--- config.mk ---
export PLATFORM = sky130hd
export DESIGN_NAME = owm_master
export DESIGN_NICKNAME = d
export VERILOG_FILES = /design/src/rtl/owm_pkg.sv /design/src/rtl/owm_tick.sv /design/src/rtl/owm_sync.sv /design/src/rtl/owm_slot_timer.sv /design/src/rtl/owm_master.sv
export SDC_FILE = /design/constraint.sdc
export NUM_CORES = 1
export LEC_CHECK = 0
export BUFFER_PORTS_ARGS = -buffer_cell sky130_fd_sc_hd__buf_2
export CAP_MARGIN = 20
export CELL_PAD_IN_SITES_DETAIL_PLACEMENT = 0
export CELL_PAD_IN_SITES_GLOBAL_PLACEMENT = 1
export CORE_MARGIN = 5
export CORE_UTILIZATION = 43
export CTS_CLUSTER_SIZE = 20
export DETAILED_ROUTE_END_ITERATION = 7
export GPL_ROUTABILITY_DRIVEN = 0
export GPL_TIMING_DRIVEN = 0
export HOLD_SLACK_MARGIN = 0.1
export PLACE_DENSITY = 0.76
export SYNTH_ARGS = -nofsm -noshare
export SYNTH_HDL_FRONTEND = slang
export SYNTH_SLANG_ARGS = --single-unit
--- constraint.sdc ---
create_clock -name clk -period 3 [get_ports clk]
set_clock_uncertainty 0.05 [all_clocks]
set_input_delay 0.6 -clock clk [delete_from_list [all_inputs] [get_ports clk]]
set_output_delay 0.6 -clock clk [all_outputs]
set_load 0.02 [all_outputs]
--- src/rtl/owm_pkg.sv ---
package owm_pkg;
  typedef enum logic [1:0] {
    SK_NONE  = 2'd0,
    SK_RESET = 2'd1,
    SK_WR0   = 2'd2,
    SK_WR1RD = 2'd3
  } slot_kind_e;

  localparam int unsigned NUM_START = 3;
  localparam int unsigned BIT_RESET = 0;
  localparam int unsigned BIT_WR0   = 1;
  localparam int unsigned BIT_WR1RD = 2;
endpackage

--- src/rtl/owm_tick.sv ---
module owm_tick #(
  parameter int unsigned DIV = 100
) (
  input  logic clk,
  input  logic rst_n,
  input  logic clear,
  output logic tick
);
  localparam int unsigned PW = (DIV > 1) ? $clog2(DIV) : 1;
  localparam logic [PW-1:0] LAST = PW'(DIV - 1);

  logic [PW-1:0] pre_q;

  always_ff @(posedge clk) begin
    if (!rst_n || clear) begin
      pre_q <= '0;
    end else if (pre_q == LAST) begin
      pre_q <= '0;
    end else begin
      pre_q <= pre_q + 1'b1;
    end
  end

  assign tick = (pre_q == LAST) && !clear;
endmodule

--- src/rtl/owm_sync.sv ---
module owm_sync #(
  parameter int unsigned STAGES = 2
) (
  input  logic clk,
  input  logic rst_n,
  input  logic din,
  output logic dout
);
  logic [STAGES-1:0] sr_q;

  generate
    for (genvar i = 0; i < STAGES; i++) begin : g_stage
      if (i == 0) begin : g_first
        always_ff @(posedge clk) begin
          if (!rst_n) sr_q[i] <= 1'b1;
          else        sr_q[i] <= din;
        end
      end else begin : g_rest
        always_ff @(posedge clk) begin
          if (!rst_n) sr_q[i] <= 1'b1;
          else        sr_q[i] <= sr_q[i-1];
        end
      end
    end
  endgenerate

  assign dout = sr_q[STAGES-1];
endmodule

--- src/rtl/owm_slot_timer.sv ---
module owm_slot_timer #(
  parameter int unsigned US_W = 10
) (
  input  logic            clk,
  input  logic            rst_n,
  input  logic            start,
  input  logic            tick,
  input  logic [US_W-1:0] low_us,
  input  logic [US_W-1:0] sample_us,
  input  logic [US_W-1:0] total_us,
  output logic            low_phase,
  output logic            sample_now,
  output logic            done
);
  logic [US_W-1:0] us_q;

  always_ff @(posedge clk) begin
    if (!rst_n || start) begin
      us_q <= '0;
    end else if (tick) begin
      us_q <= us_q + 1'b1;
    end
  end

  assign low_phase  = us_q < low_us;
  assign sample_now = tick && (us_q == sample_us - 1'b1);
  assign done       = tick && (us_q == total_us - 1'b1);
endmodule

--- src/rtl/owm_master.sv ---
module owm_master #(
  parameter int unsigned CLK_PER_US    = 100,
  parameter int unsigned US_W          = 10,
  parameter int unsigned SYNC_STAGES   = 2,
  parameter int unsigned RST_LOW_US    = 480,
  parameter int unsigned RST_SAMPLE_US = 550,
  parameter int unsigned RST_TOTAL_US  = 960,
  parameter int unsigned W0_LOW_US     = 100,
  parameter int unsigned W0_TOTAL_US   = 117,
  parameter int unsigned W1_LOW_US     = 5,
  parameter int unsigned W1_SAMPLE_US  = 15,
  parameter int unsigned W1_TOTAL_US   = 117
) (
  input  logic       clk,
  input  logic       rst_n,
  input  logic       cmd_we,
  input  logic [2:0] cmd_bits,
  output logic [2:0] ctrl_bits,
  output logic       busy,
  output logic       presence,
  output logic       rd_bit,
  output logic       bus_drive_low,
  input  logic       bus_in
);
  import owm_pkg::*;

  logic [NUM_START-1:0] ctrl_q;
  logic [NUM_START-1:0] pick;
  logic                 accept;
  logic                 tick;
  logic                 line_s;
  logic                 low_phase, sample_now, done;
  logic                 samp_q, pres_q, rd_q;
  logic [US_W-1:0]      low_us, smp_us, tot_us;
  slot_kind_e           kind;

  assign busy   = |ctrl_q;
  assign accept = cmd_we && !busy && (|cmd_bits);

  // fixed priority: reset, then write-0, then write-1/read
  always_comb begin
    pick = '0;
    if (cmd_bits[BIT_RESET])    pick[BIT_RESET] = 1'b1;
    else if (cmd_bits[BIT_WR0]) pick[BIT_WR0]   = 1'b1;
    else                        pick[BIT_WR1RD] = 1'b1;
  end

  always_comb begin
    if (ctrl_q[BIT_RESET])      kind = SK_RESET;
    else if (ctrl_q[BIT_WR0])   kind = SK_WR0;
    else if (ctrl_q[BIT_WR1RD]) kind = SK_WR1RD;
    else                        kind = SK_NONE;
  end

  always_comb begin
    unique case (kind)
      SK_RESET: begin
        low_us = US_W'(RST_LOW_US);
        smp_us = US_W'(RST_SAMPLE_US);
        tot_us = US_W'(RST_TOTAL_US);
      end
      SK_WR0: begin
        low_us = US_W'(W0_LOW_US);
        smp_us = US_W'(W0_TOTAL_US);
        tot_us = US_W'(W0_TOTAL_US);
      end
      default: begin
        low_us = US_W'(W1_LOW_US);
        smp_us = US_W'(W1_SAMPLE_US);
        tot_us = US_W'(W1_TOTAL_US);
      end
    endcase
  end

  owm_tick #(.DIV(CLK_PER_US)) u_tick (
    .clk   (clk),
    .rst_n (rst_n),
    .clear (!busy),
    .tick  (tick)
  );

  owm_sync #(.STAGES(SYNC_STAGES)) u_sync (
    .clk   (clk),
    .rst_n (rst_n),
    .din   (bus_in),
    .dout  (line_s)
  );

  owm_slot_timer #(.US_W(US_W)) u_timer (
    .clk        (clk),
    .rst_n      (rst_n),
    .start      (accept),
    .tick       (tick),
    .low_us     (low_us),
    .sample_us  (smp_us),
    .total_us   (tot_us),
    .low_phase  (low_phase),
    .sample_now (sample_now),
    .done       (done)
  );

  always_ff @(posedge clk) begin
    if (!rst_n) begin
      ctrl_q <= '0;
      samp_q <= 1'b1;
      pres_q <= 1'b0;
      rd_q   <= 1'b0;
    end else begin
      if (accept) begin
        ctrl_q <= pick;
      end else if (busy && done) begin
        ctrl_q <= '0;
        if (kind == SK_RESET) pres_q <= ~samp_q;
        if (kind == SK_WR1RD) rd_q   <= samp_q;
      end
      if (busy && sample_now) samp_q <= line_s;
    end
  end

  assign ctrl_bits     = ctrl_q;
  assign presence      = pres_q;
  assign rd_bit        = rd_q;
  assign bus_drive_low = busy && low_phase;
endmodule

==> run summary, run 1 <==
### Run status
* run status: completed

### Synth
* proportion of synthesized chip area in sequential cells: 37.21%
* distinct cell type count of the synthesized netlist: 35
* net count after synthesis: 174
* share of synthesized flip-flops with an asynchronous set or reset: 0%
* post-synth design cell area: 0.001345 mm2
* average size of a mapped cell: 8.622 um2
* number of enable flip-flop cells after synthesis: 0
* number of instances in the synthesized netlist: 156
* Yosys warning total: 0
* register bit total from synthesis: 25
* flip-flop cell with the highest count after synthesis: dfxtp_1

### Global routing
* global router's overall resource usage: 14.52%
* maximum number of pins on one net before global-route repair: 16
* global-route wire length before repair: 5016 um
* via count of the first global-routing pass: 1,114
* antenna violations before repair: 0
* total gr overflow: 0

### Power and ir drop
* power density normalized to cell area: 383.3 mW/mm2
* peak supply drop: 0.2060 mV
* total power: 0.6210 mW
* Leakage Power: 0.5965 nW

### Finish
* Post-layout nets: 197
* share of post-route cells with drive strength above 1: 21.91%
* synthesis-to-layout area growth: 20.46%
* most used cells in the layout excluding fill and tap cells: dfxtp_1, nor2_1, nand2_1, buf_2
* antenna cells: 0
* leading cell type in the layout, fill and taps excluded: dfxtp_1

### STA
* total of endpoints with negative setup slack in the final report: 0
* number of pins exceeding their max-slew limit in the final report: 0
* measured slew at the worst slew-check pin: 1.028 ns
* final period utilization: 99.85%
* final critical path time including I/O delays and setup: 2.996 ns
* tightest slew margin relative to the limit: 30.96%
* setup repair after global routing missed its margin: yes
* Max Clk Rate: 0.3338 GHz
* final-report hold violation count: 0
* Setup WS post-layout: 0.004384 ns

### Setup path
* Critical Path Fanout Max: 5
* endpoint kind of the worst setup timing path: output pin
* Critical path buffers and inverters: 2
* type of the setup path with the least slack: reg2out
* CP Data Required Time: 2.35 ns
* Critical R2R Launch: ctrl_bits[0]
* largest delay contributor family on the critical path: compound AO/OA/AOI/OAI gates
* cell at the slowest stage of the critical path: dfxtp_4
* R2R Path End: u_timer.us_q[1]
* worst path cell trace: o21ai_4, inv_2, ha_4, ha_4, o21ai_2, a31oi_1, o21ai_1, nand2b_1, a2111oi_4, buf_4
* Max stage delay on crit path: 0.40 ns
* startpoint type of the worst setup path: register
* Reg2Reg Depth: 5
* register-to-register path setup slack: 0.43 ns
* library cell appearing most often on the critical path: ha_4
* data arrival time at the worst-slack endpoint: 2.35 ns

### CTS
* hold_buf cts: 0
* clock-pin transition on the worst setup and hold timing paths: 0.15 ns
* clk sinks: 25
* clock root buffer: clkbuf_4
* TritonCTS Buffers: 3
* worst-case clock buffer depth: 2
* CTS tree: yes
* H-tree lvl count: 1
* Clk Latency, worst-skew pair: 0.33 ns

### Min path
* startpoint of the lowest-slack hold path: u_sync.sr_q[0]
* path type of the worst min-delay path: reg2reg
* hold path endpoint: u_sync.dout
* worst hold stages: 1

### Drt
* Vias: 1,154
* violation count after the first detailed-routing iteration: 48
* Vias per Instance: 5.198
* detailed-router iteration count before antenna repair: 4
* Antenna Violating Nets Remaining: 0
* final routed DRC violation total: 0
* Final Routed Wirelength: 2816 um
* final routed wire length divided by cell count: 12.68 um

### Placement
* # port buffers: 13
* worst setup slack before clock tree synthesis: -0.1068 ns
* HPWL after detailed placement: 2079 um

### Die
* row count: 20
* area of the placeable core: 0.003028 mm2
* initial standard-cell utilization of the core: 44.42%
* width of the chip: 65.93 um
* DIE AREA: 0.004347 mm2
* number of placed I/O pins: 14
* Die Y: 65.93 um

### Flow run
* # Max-Cap Violations: 0

-- synth_stat cells (2+ instances only) --
cell type	number	area, um2
nor2b_1	2	12.51
o22ai_1	3	18.77
a21oi_1	6	30.03
ha_1	11	137.6
nand4_1	2	12.51
nor3_1	4	20.02
nor2_1	18	67.56
nand2_1	13	48.80
a2111oi_0	2	17.52
or4b_4	2	27.53
nand3_1	8	40.04
xor2_1	3	26.28
xnor2_1	9	78.83
clkbuf_1	3	11.26
dfxtp_1	25	500.5
o21ai_0	7	35.03
nand2b_1	3	18.77
inv_1	9	33.78
a31oi_1	3	18.77
nor4_1	4	25.02
or3_1	3	18.77
mux2i_1	3	30.03
-- final cells by class --
type | instances | area [um2]
timing repair buffer | 19 | 112.6
sequential | 25 | 511.7
fill | 296 | 1408
clock buffer | 3 | 22.52
multi-input combinational | 119 | 869.6
inverter | 9 | 33.78
clock inverter | 1 | 7.507
buffer | 2 | 7.507
tap | 44 | 55.05
-- how the worst max path moves through the flow --
stage          cells after the start  slack, ns             to          from
2_1_floorplan                     11       0.09  bus_drive_low  ctrl_bits[0]
4_1_cts                           10       0.01  bus_drive_low  ctrl_bits[1]
3_5_place_dp                      12      -0.11  bus_drive_low  ctrl_bits[0]
3_3_place_gp                      12      -0.08  bus_drive_low  ctrl_bits[0]
6_report                          10      0.004  bus_drive_low  ctrl_bits[2]
5_1_grt                           10      -0.13  bus_drive_low  ctrl_bits[2]
-- report_power, final --
part | leakage [nW] | internal, mW | switching (mW)
clock | 0.0139 | 0.0510 | 0.113
sequential | 0.205 | 0.337 | 0.00631
combinational | 0.378 | 0.0494 | 0.0638
-- kinds of logic (layout without fill, tap and decap cells) --
family / Yosys count / after routing / share of synthesized area (%)
and+or+nand+nor: 67 / 67 / 27.26
xor gates and xnor gates: 12 / 12 / 7.815
buffers and inverters: 12 / 34 / 3.349
AOI/OAI and AO/OA: 26 / 26 / 11.91
adders and majority gates: 11 / 11 / 10.23
muxes: 3 / 3 / 2.233
DFF: 25 / 25 / 37.21
-- repair_timing --
| action | 4_1_cts | 5_1_grt |
|---|---|---|
| endpoints found under the setup margin | 1 | 1 |
| pin swaps | 2 | 4 |
| endpoints found under the hold margin | 0 | 0 |
| buffers inserted | 3 | 3 |
| resized for setup | 15 | 3 |
-- registers in the layout, summed over array words and instances (netlist names) --
name,flops
u_timer.us_q,10
ctrl_bits,3
samp_q,1
u_tick.pre_q,7
u_sync.sr_q,1
u_sync.dout,1
presence,1
rd_bit,1
-- routing by layer --
| metal | up-vias | share of wire [%] | track usage (%) | wire, um |
|---|---|---|---|---|
| met2 | 12 | 46 | 24.28 | 1306 |
| met5 | - | 0 | 0 | 0 |
| met3 | 5 | 3.1 | 2.721 | 86 |
| li1 | 595 | - | - | - |
| met1 | 542 | 49 | 18.80 | 1388 |
| met4 | 0 | 1.2 | 4.569 | 34 |
-- per-stage QoR --
step / cells / hold WS (ns) / setup TNS [ns] / util, % / cell area [um2]
6_report: 222 / 0.3812 / 0 / 53.51 / 1620
2_1_floorplan: 156 / 0.3363 / 0 / - / 1366
3_5_place_dp: 213 / 0.3464 / -0.1068 / 49.09 / 1486
4_1_cts: 219 / 0.3820 / 0 / 52.23 / 1582
3_3_place_gp: 213 / 0.3470 / -0.07885 / 49.09 / 1486
5_1_grt: 222 / 0.3890 / -0.1319 / 53.51 / 1620
(Power assumes the default switching activity.)
==> run 2: changes to the inputs <==
- CORE_UTILIZATION: 43 -> 39
- PLACE_DENSITY: 0.76 -> 0.73
- clock period: 3 -> 2.65 ns (I/O delays scaled with it)
==> run 2 against run 1 <==
The flow now finishes with violations (negative setup slack). Sequential power is 13% higher. Worst hold slack worse by 0.045 ns. Critical path depth is 2 higher. Non-clock buffer count stayed put. Via count is 0.35% higher. Global-route usage is 0.71 points lower. Power is 12% higher. Sequential share of layout area is 0.66 points lower. Design area is 1.6% higher. Largest power group unchanged.
==> run summary, run 2 (synthesis results as in run 1) <==
### Run status
* run status: complete, but fails checks
* violations in the final reports: negative setup slack

### STA
* number of pins exceeding their max-slew limit in the final report: 0, unchanged
* measured slew at the worst slew-check pin: 0.8191 ns, -0.2087 ns
* setup repair after global routing missed its margin: yes
* Setup WS post-layout: -0.2405 ns, -0.2449 ns
* Sum Neg Setup Slack: -0.2405 ns, -0.2405 ns
* total of endpoints with negative setup slack in the final report: 1, +1
* tightest slew margin relative to the limit: 45.03%, +14 points
* final period utilization: 109.1%
* Max Clk Rate: 0.3460 GHz
* final critical path time including I/O delays and setup: 2.891 ns
* final-report hold violation count: 0, unchanged

### Global routing
* antenna violations before repair: 0, unchanged
* maximum number of pins on one net before global-route repair: 14, -2
* via count of the first global-routing pass: 1,057, -5.1%
* global router's overall resource usage: 13.82%, -0.71 points
* total gr overflow: 0, unchanged
* global-route wire length before repair: 4933 um, -1.7%

### Die
* area of the placeable core: 0.003337 mm2, +10%
* initial standard-cell utilization of the core: 40.31%, -4.1 points
* width of the chip: 68.73 um, +4.2%
* DIE AREA: 0.004723 mm2, +8.7%
* Die Y: 68.73 um, +4.2%
* number of placed I/O pins: 14, unchanged
* row count: 21, +5.0%

### Drt
* violation count after the first detailed-routing iteration: 56, +17%
* Final Routed Wirelength: 2886 um, +2.5%
* final routed DRC violation total: 0, unchanged
* Vias: 1,158, +0.35%
* final routed wire length divided by cell count: 12.88 um, +1.6%
* Antenna Violating Nets Remaining: 0, unchanged
* detailed-router iteration count before antenna repair: 4, unchanged
* Vias per Instance: 5.170, -0.55%

### Setup path
* register-to-register path setup slack: 0.21 ns, -0.22 ns
* Reg2Reg Depth: 5, unchanged
* CP Data Required Time: 2.07 ns, -0.28 ns
* capture point of the critical path: bus_drive_low
* type of the setup path with the least slack: reg2out
* Critical Path Fanout Max: 3, -2
* data arrival time at the worst-slack endpoint: 2.31 ns, -0.04 ns
* Critical R2R Launch: u_tick.pre_q[2]
* R2R Path End: rd_bit
* startpoint type of the worst setup path: register
* endpoint kind of the worst setup timing path: output pin
* Worst Setup SP: ctrl_bits[0]

### Min path
* startpoint of the lowest-slack hold path: bus_in
* path type of the worst min-delay path: in2reg

### Placement
* HPWL after detailed placement: 2208 um, +6.2%
* # port buffers: 13, unchanged
* number of cells in the design after placement: 215, +0.94%

### Power and ir drop
* Leakage Power: 0.6078 nW, +1.9%
* Clk network pwr share: 24.2%, -2.3 points
* proportion of total power due to net switching: 27.59%, -2.0 points
* switching component of the power: 0.1913 mW, +4.3%
* power density normalized to cell area: 421.2 mW/mm2, +9.9%
* Seq pwr share: 56.1%, +0.8 points
* cell-internal power: 0.5022 mW, +15%
* peak supply drop: 0.2415 mV, +17%
* combinational cell fraction of total power: 19.7%, +1.5 points

### CTS
* TritonCTS Buffers: 3, unchanged
* hold_buf cts: 0, unchanged
* H-tree lvl count: 1, unchanged
* Clk Latency, worst-skew pair: 0.31 ns, -0.02 ns
* clock root buffer: clkbuf_4
* clk sinks: 25, unchanged
* worst-case clock buffer depth: 2, unchanged
* CTS tree: yes
* clock-pin transition on the worst setup and hold timing paths: 0.13 ns, -0.02 ns

### Finish
* number of flip-flops under the largest register name: 10, unchanged
* non-filler instance count after layout: 224, +0.90%
* antenna cells: 0, unchanged
* Post-layout nets: 197, unchanged
* area taken by flip-flops and latches: 509.2 um2, -0.49%
* leading cell type in the layout, fill and taps excluded: dfxtp_1
* total of fill cells in the finished design: 326, +10%
* share of post-route cells with drive strength above 1: 21.91%, unchanged
* synthesis-to-layout area growth: 22.42%
* Biggest register: u_timer.us_q
* multi-input gate area in the final layout: 874.6 um2, +0.58%
* most used cells in the layout excluding fill and tap cells: dfxtp_1, nor2_1, nand2_1, buf_2

### Flow run
* # Max-Cap Violations: 0, unchanged

==> run 2: cell count changes in the layout (fill, tap and decap cells not counted), sizes merged <==
cell      delta
clkbuf       +2
buf          -1
clkinvlp     -1
==> run 2: cell type report <==
cell class	count	share of cell area, %
Clock buffer	4	1.596
Tap cell	46	3.495
Inverter	9	2.508
Buffer	3	1.976
Timing Repair Buffer	18	6.383
Sequential cell	25	30.93
Multi-Input combinational cell	119	53.12
==> run 2: per-stage QoR <==
stage	hold slack (ns)	util (%)	setup WS (ns)	instance area, um2	total power, mW
finish	0.3359	49.34	-0.2405	1647	0.6936
global route	0.3354	49.34	-0.3954	1647	0.7280
CTS	0.3242	49.34	-0.3103	1647	0.7037
detailed placement	0.3409	45.59	-0.1917	1521	0.5028
global placement	0.3408	45.59	-0.1502	1521	0.5007
floorplan	0.3363	-	0.01250	1399	0.4713
==> run 2: power groups by stage <==
stage	logic [mW]	registers [mW]	clock network (mW)
6_report	0.137	0.389	0.168
5_1_grt	0.150	0.391	0.188
4_1_cts	0.137	0.389	0.177
3_5_place_dp	0.106	0.397	0
3_3_place_gp	0.104	0.397	0
2_1_floorplan	0.0721	0.399	0
==> run 2: worst max-delay path: stages (launching register included) <==
cell	delay, ns
dfxtp_4	0.39
clkbuf_16	0.14
inv_8	0.03
o21ai_4	0.05
inv_2	0.07
ha_4	0.28
ha_4	0.19
o21ai_2	0.05
a31oi_1	0.05
o21ai_1	0.13
nand2b_1	0.10
a2111oi_4	0.31
buf_4	0.20
==> run 2: worst min-delay path by stage <==
stage / end / cells past startpoint / slack [ns]
floorplan: u_sync.dout / 1 / 0.34
global placement: u_sync.dout / 1 / 0.34
detailed placement: u_sync.dout / 1 / 0.34
CTS: u_sync.sr_q[0] / 2 / 0.32
global route: u_sync.sr_q[0] / 2 / 0.34
finish: u_sync.sr_q[0] / 2 / 0.34
==> run 2: timing repair <==
action | CTS | global route
gates resized for setup | 16 | 0
setup buffers | 5 | 0
pin swaps | 3 | 2
setup endpoints to repair | 1 | 1
==> run 2: layer usage <==
layer	global-route usage, %	up-vias	routed length (um)
met5	0	-	0
met4	4.380	0	28
met3	2.431	4	53
met2	22.53	13	1329
met1	18.46	543	1474
li1	-	598	-
